### config.mk
export PLATFORM = sky130hd
export DESIGN_NAME = cmdiv_bank
export DESIGN_NICKNAME = d
export VERILOG_FILES = /design/src/rtl/cmdiv_pkg.sv /design/src/rtl/cmdiv_regs.sv /design/src/rtl/cmdiv_chan.sv /design/src/rtl/cmdiv_bank.sv
export SDC_FILE = /design/constraint.sdc
export NUM_CORES = 1
export LEC_CHECK = 0
export CELL_PAD_IN_SITES_DETAIL_PLACEMENT = 1
export CELL_PAD_IN_SITES_GLOBAL_PLACEMENT = 2
export CORE_ASPECT_RATIO = 0.75
export CORE_MARGIN = 3
export CORE_UTILIZATION = 43
export DETAILED_ROUTE_END_ITERATION = 6
export PLACE_DENSITY_LB_ADDON = 0.12
export RECOVER_POWER = 25
export SYNTH_ARGS = -nofsm -noshare
export SYNTH_HDL_FRONTEND = slang
export SYNTH_SLANG_ARGS = --single-unit
### constraint.sdc
create_clock -name clk_i -period 4.6 [get_ports clk_i]
set_clock_uncertainty 0.15 [all_clocks]
set_input_delay 0.69 -clock clk_i [delete_from_list [all_inputs] [get_ports clk_i]]
set_output_delay 0.69 -clock clk_i [all_outputs]
set_load 0.02 [all_outputs]
### src/rtl/cmdiv_pkg.sv
package cmdiv_pkg;
  localparam int NUM_SRC   = 4;
  localparam int SRC_W     = $clog2(NUM_SRC);
  localparam int DIV_W     = 6;
  localparam int DIV_MAX   = 50;
  localparam int NUM_CH    = 4;
  localparam int NUM_FIXED = 2;                               // channels without a second set
  localparam int SET0_BASE = NUM_FIXED;
  localparam int SET1_BASE = NUM_FIXED + (NUM_CH - NUM_FIXED);
  localparam int NUM_REG   = NUM_FIXED + 2 * (NUM_CH - NUM_FIXED);
  localparam int ADDR_W    = $clog2(NUM_REG + 1);
  localparam int DATA_W    = SRC_W + DIV_W;

  typedef struct packed {
    logic [SRC_W-1:0] src;
    logic [DIV_W-1:0] div;
  } ch_cfg_t;

  function automatic ch_cfg_t decode_cfg(input logic [DATA_W-1:0] d);
    ch_cfg_t c;
    c.src = d[DATA_W-1:DIV_W];
    c.div = d[DIV_W-1:0];
    if (c.div == '0) c.div = DIV_W'(1);
    else if (c.div > DIV_W'(DIV_MAX)) c.div = DIV_W'(DIV_MAX);
    return c;
  endfunction
endpackage

### src/rtl/cmdiv_regs.sv
module cmdiv_regs
  import cmdiv_pkg::*;
#(
  parameter int RST_DIV = 2
) (
  input  logic                       clk_i,
  input  logic                       rst_ni,
  input  logic                       wr_en_i,
  input  logic [ADDR_W-1:0]          wr_addr_i,
  input  logic [DATA_W-1:0]          wr_data_i,
  input  logic                       sel_i,
  output ch_cfg_t [NUM_CH-1:0]       req_o
);
  ch_cfg_t [NUM_REG-1:0] reg_q;

  always_ff @(posedge clk_i or negedge rst_ni) begin
    if (!rst_ni) begin
      for (int i = 0; i < NUM_REG; i++) reg_q[i] <= '{src: '0, div: DIV_W'(RST_DIV)};
    end else if (wr_en_i && (wr_addr_i < ADDR_W'(NUM_REG))) begin
      reg_q[wr_addr_i] <= decode_cfg(wr_data_i);
    end
  end

  for (genvar ch = 0; ch < NUM_CH; ch++) begin : g_req
    if (ch < NUM_FIXED) begin : g_fixed
      assign req_o[ch] = reg_q[ch];
    end else begin : g_sel
      assign req_o[ch] = sel_i ? reg_q[SET1_BASE + ch - NUM_FIXED]
                               : reg_q[SET0_BASE + ch - NUM_FIXED];
    end
  end
endmodule

### src/rtl/cmdiv_chan.sv
module cmdiv_chan
  import cmdiv_pkg::*;
(
  input  logic               clk_i,
  input  logic               rst_ni,
  input  logic               pd_i,
  input  logic [NUM_SRC-1:0] lvl_i,
  input  logic [NUM_SRC-1:0] rise_i,
  input  ch_cfg_t            req_i,
  output logic               clk_o
);
  localparam logic [DIV_W-1:0] ONE = DIV_W'(1);

  ch_cfg_t          act_q;
  logic [DIV_W-1:0] cnt_q;
  logic             run_q;
  logic             out_q;

  logic             rise_act, rise_req, last, bnd;
  logic [DIV_W-1:0] cnt_nx;
  logic [DIV_W:0]   hi_len;

  always_comb begin
    rise_act = rise_i[act_q.src];
    rise_req = rise_i[req_i.src];
    last     = (cnt_q == act_q.div - ONE);
    bnd      = run_q ? (rise_act && last) : rise_req;
    cnt_nx   = cnt_q + ONE;
    hi_len   = ((DIV_W+1)'(act_q.div) + (DIV_W+1)'(1)) >> 1;
  end

  always_ff @(posedge clk_i or negedge rst_ni) begin
    if (!rst_ni) begin
      act_q <= '{src: '0, div: ONE};
      cnt_q <= '0;
      run_q <= 1'b0;
      out_q <= 1'b0;
    end else if (pd_i) begin
      act_q <= req_i;
      cnt_q <= '0;
      run_q <= 1'b0;
      out_q <= 1'b0;
    end else if (bnd) begin
      // period boundary: adopt pending config, start high phase
      act_q <= req_i;
      cnt_q <= '0;
      run_q <= 1'b1;
      out_q <= 1'b1;
    end else if (!run_q) begin
      act_q <= req_i;
    end else if (act_q.div == ONE) begin
      out_q <= lvl_i[act_q.src];
    end else if (rise_act) begin
      cnt_q <= cnt_nx;
      out_q <= ({1'b0, cnt_nx} < hi_len);
    end
  end

  assign clk_o = out_q;


  pd_low_chk: assert property (@(posedge clk_i) disable iff (!rst_ni)
    pd_i |=> !out_q);


  cfg_hold_chk: assert property (@(posedge clk_i) disable iff (!rst_ni)
    (!pd_i && run_q && !bnd) |=> $stable(act_q));


  cnt_range_chk: assert property (@(posedge clk_i) disable iff (!rst_ni)
    run_q |-> (cnt_q < act_q.div));


  bnd_restart_chk: assert property (@(posedge clk_i) disable iff (!rst_ni)
    (bnd && !pd_i) |=> (cnt_q == '0 && out_q && run_q));


  req_div_chk: assert property (@(posedge clk_i) disable iff (!rst_ni)
    (req_i.div != '0) && (req_i.div <= DIV_W'(DIV_MAX)));
endmodule

### src/rtl/cmdiv_bank.sv
module cmdiv_bank
  import cmdiv_pkg::*;
#(
  parameter int RST_DIV = 2
) (
  input  logic               clk_i,
  input  logic               rst_ni,
  input  logic [NUM_SRC-1:0] src_i,
  input  logic               wr_en_i,
  input  logic [ADDR_W-1:0]  wr_addr_i,
  input  logic [DATA_W-1:0]  wr_data_i,
  input  logic               sel_cd_i,
  input  logic               pd_i,
  input  logic               oe_i,
  output logic [NUM_CH-1:0]  clk_o,
  output logic [NUM_CH-1:0]  clk_oe_o
);
  logic [NUM_SRC-1:0] src_q, src_qq, src_rise;
  ch_cfg_t [NUM_CH-1:0] req;
  logic [NUM_CH-1:0] ch_out;

  always_ff @(posedge clk_i or negedge rst_ni) begin
    if (!rst_ni) begin
      src_q  <= '0;
      src_qq <= '0;
    end else begin
      src_q  <= src_i;
      src_qq <= src_q;
    end
  end

  assign src_rise = src_q & ~src_qq;

  cmdiv_regs #(.RST_DIV(RST_DIV)) u_regs (
    .clk_i     (clk_i),
    .rst_ni    (rst_ni),
    .wr_en_i   (wr_en_i),
    .wr_addr_i (wr_addr_i),
    .wr_data_i (wr_data_i),
    .sel_i     (sel_cd_i),
    .req_o     (req)
  );

  for (genvar ch = 0; ch < NUM_CH; ch++) begin : g_ch
    cmdiv_chan u_chan (
      .clk_i  (clk_i),
      .rst_ni (rst_ni),
      .pd_i   (pd_i),
      .lvl_i  (src_q),
      .rise_i (src_rise),
      .req_i  (req[ch]),
      .clk_o  (ch_out[ch])
    );
  end

  // power-down masks outputs in the same cycle
  assign clk_o    = ch_out & {NUM_CH{~pd_i}};
  assign clk_oe_o = {NUM_CH{oe_i}};
endmodule

==> flow_summary.yaml <==
yosys:
  syn_inst: 665
  synth_nets: 722
  synthFlopType: "dfrtp_1"
  avgSynthCellArea_um2: 10.6
  synth_area_mm2: 0.00705
  synth_seq_cells: 120
  ys_seq_area_frac: 0.428
  yosysUniqueCellTypes: 50
  synth_warnings: 0
  ys_async_sr_fraction: 1.00
  synth_edf_count: 0
floorplanning:
  dieArea_mm2: 0.0180
  pin_count: 29
  num_rows: 39
  fp.dieW_um: 154
  start_util: 0.451
  core_area_mm2: 0.0156
  die_h_um: 117
cells_and_area:
  fillCellCount: 1683
  mostFrequentLayoutCell: "dfrtp_1"
  final_nets: 732
  final_layout_size_suffix_gt1_frac: 0.166
  layout_common_cells: "dfrtp_1, nor2_1, nand2_1, mux2_2, xnor2_1"
  layout.cells.non_filler: 894
  area_growth_pct: 14.0
worst_setup_path:
  reg2reg_from: "src_q[3]"
  startpoint_type: "register"
  path_class: "reg -> reg"
  cp-endpoint: "g_ch[2].u_chan.act_q[4]"
  cp_max_fo: 8
  crit_buf_inv: 0
  worstSetupStartpoint: "src_q[3]"
  critPathMaxStageDelay_ps: 860
  crit_chain: "nor2b_1, mux4_2, nand3_1, a2111oi_0, nand3b_1, mux2_2"
  cp.depth: 6
  reg2regPathDepth: 6
  cp.required_ps: 4750
  crit_arrival_ps: 3740
  r2r_end: "g_ch[2].u_chan.act_q[4]"
  critPathSlowestCell: "a2111oi_0"
  critPathTopFamily: "simple AND/OR/NAND/NOR gates"
  cp-end-kind: "register"
  rrSetupSlack_ps: 1010
place:
  dp_hpwl_mm: 12.5
  gp_congestion: 0.805
  place_ws_ps: 1010
  port_buffers: 23
  place_inst: 861
timing:
  hold_viol: 0
  rsz0062_at_grt: "no"
  fin_ws_ps: 1010
  fin_hold_ws_ps: 325
  drv_slew: 71
  min_period_ps: 3590
  tns_ps: 0
  fmax_ghz: 0.279
  max_slew_margin: -0.244
  setup_viol: 0
  worst_pin_slew_ps: 1870
  finalCritPeriodShare: 0.780
pwr:
  leakagePower_nw: 3.52
  powerDensity_mw_per_mm2: 470
  finalPower_mw: 3.78
  ir_drop_mv: 0.218
cts:
  numCtsBuffers: 17
  clk_path_buf_depth: 2
  cts_tree: "built"
  clockRootBuffer: "clkbuf_16"
  cts.sinks: 120
  htreeDepth: 4
  post-cts-setup-buffer-count: 0
  clk_pin_slew_ps: 60
  cts_hold_buf: 0
  clk_latency_ps: 420
  cts_resized: 0
detailed_routing:
  drt-total-wl_mm: 17.7
  drc: 0
  vias: 4960
  viasPerCell: 5.55
  first_pass_iters: 4
  detail_route.wl_per_cell_um: 19.8
  drt_iter0_drc: 200
  ant_nets: 0
global_route:
  grt_pass1_vias: 5472
  grt_max_degree: 71
  grt_pass1_wl_mm: 29.5
  grt_overflow_total: 0
  antenna_found_initial: 0
  grt_use_total: 0.210
outcome:
  outcome: "finished, violations left"
  violations: "max-capacitance violations, max-slew violations"
min_path:
  hp-class: "reg -> reg"
run:
  maxCapViolations: 1
==> tightest hold or removal path, delay by kind of cell, from the launching register on <==
| kind | cells | cell delay [ps] |
|---|---|---|
| AO/OA/AOI/OAI | 1 | 60 |
| AND/OR/NAND/NOR | 1 | 50 |
| flip-flops | 1 | 330 |
==> registers in the layout, indices dropped and copies added, names as in the netlist <==
register and count:
u_regs.reg_q 32, src_qq 4, g_ch.u_chan.run_q 4, src_q 4, g_ch.u_chan.act_q 32, g_ch.u_chan.clk_o 4, g_ch.u_chan.cnt_q 24, u_regs.req_o 16
==> kinds of logic after synthesis <==
| family | synth area share |
|---|---|
| adders and majority gates | 0.0639 |
| xor gates and xnor gates | 0.101 |
| muxes | 0.164 |
| DFF | 0.428 |
| buffers and inverters | 0.0328 |
| and+or+nand+nor | 0.142 |
| AOI/OAI and AO/OA | 0.0694 |
==> cell usage after synthesis, types with 10 or more instances <==
| master | number | area [um2] |
|---|---|---|
| dfrtp_1 | 110 | 2750 |
| nor2_1 | 47 | 176 |
| mux2_2 | 46 | 518 |
| nand2_1 | 46 | 173 |
| xnor2_1 | 45 | 394 |
| ha_1 | 36 | 450 |
| xor2_1 | 36 | 315 |
| nand3_1 | 35 | 175 |
| o21ai_0 | 34 | 170 |
| mux2i_1 | 29 | 290 |
| clkbuf_1 | 28 | 105 |
| inv_1 | 17 | 63.8 |
| nor3_1 | 14 | 70.1 |
| nor2b_1 | 13 | 81.3 |
| a21oi_1 | 11 | 55.1 |
| nand2b_1 | 11 | 68.8 |
| dfstp_2 | 10 | 263 |
| mux4_2 | 10 | 225 |
==> where the power goes <==
part / internal, mW / switching, mW
Clock: 0.987 / 0.481
Sequential: 1.25 / 0.216
Combinational: 0.428 / 0.414
Total: 2.66 / 1.11
==> worst min-delay path by stage <==
stage / start / depth (start not counted) / slack (ps) / end
2_1_floorplan: rst_ni / 0 / 240 / g_ch[0].u_chan.act_q[1]
3_3_place_gp: u_regs.reg_q[34] / 2 / 310 / u_regs.reg_q[34]
3_5_place_dp: u_regs.req_o[2] / 2 / 320 / u_regs.req_o[2]
4_1_cts: rst_ni / 1 / 310 / g_ch[0].u_chan.cnt_q[4]
5_1_grt: u_regs.reg_q[34] / 2 / 350 / u_regs.reg_q[34]
6_report: u_regs.reg_q[34] / 2 / 330 / u_regs.reg_q[34]
==> routing by layer <==
layer | GRT usage | up-vias | part of all wire
met5 | 0 | - | 0
met4 | 0.0594 | 0 | 0.010
met3 | 0.0397 | 15 | 0.026
met2 | 0.339 | 54 | 0.46
met1 | 0.294 | 2542 | 0.50
li1 | - | 2349 | -
==> per-stage QoR <==
stage / cell area (um2) / utilization
detailed placement: 7390 / 0.474
CTS: 8030 / 0.514
floorplan: 7050 / -
global placement: 7390 / 0.474
finish: 8030 / 0.514
global route: 8030 / 0.514
==> final cells by class <==
cell class	instances	area (um2)	area share
clock inverter	9	170	0.0212
timing repair buffer	27	255	0.0318
tap	205	256	0.0319
inverter	17	63.8	0.00794
antenna	1	2.50	0.000312
multi-input combinational	492	3800	0.473
sequential	120	3020	0.375
clock buffer	23	468	0.0583
No activity file was read; power rests on OpenSTA's default activity.
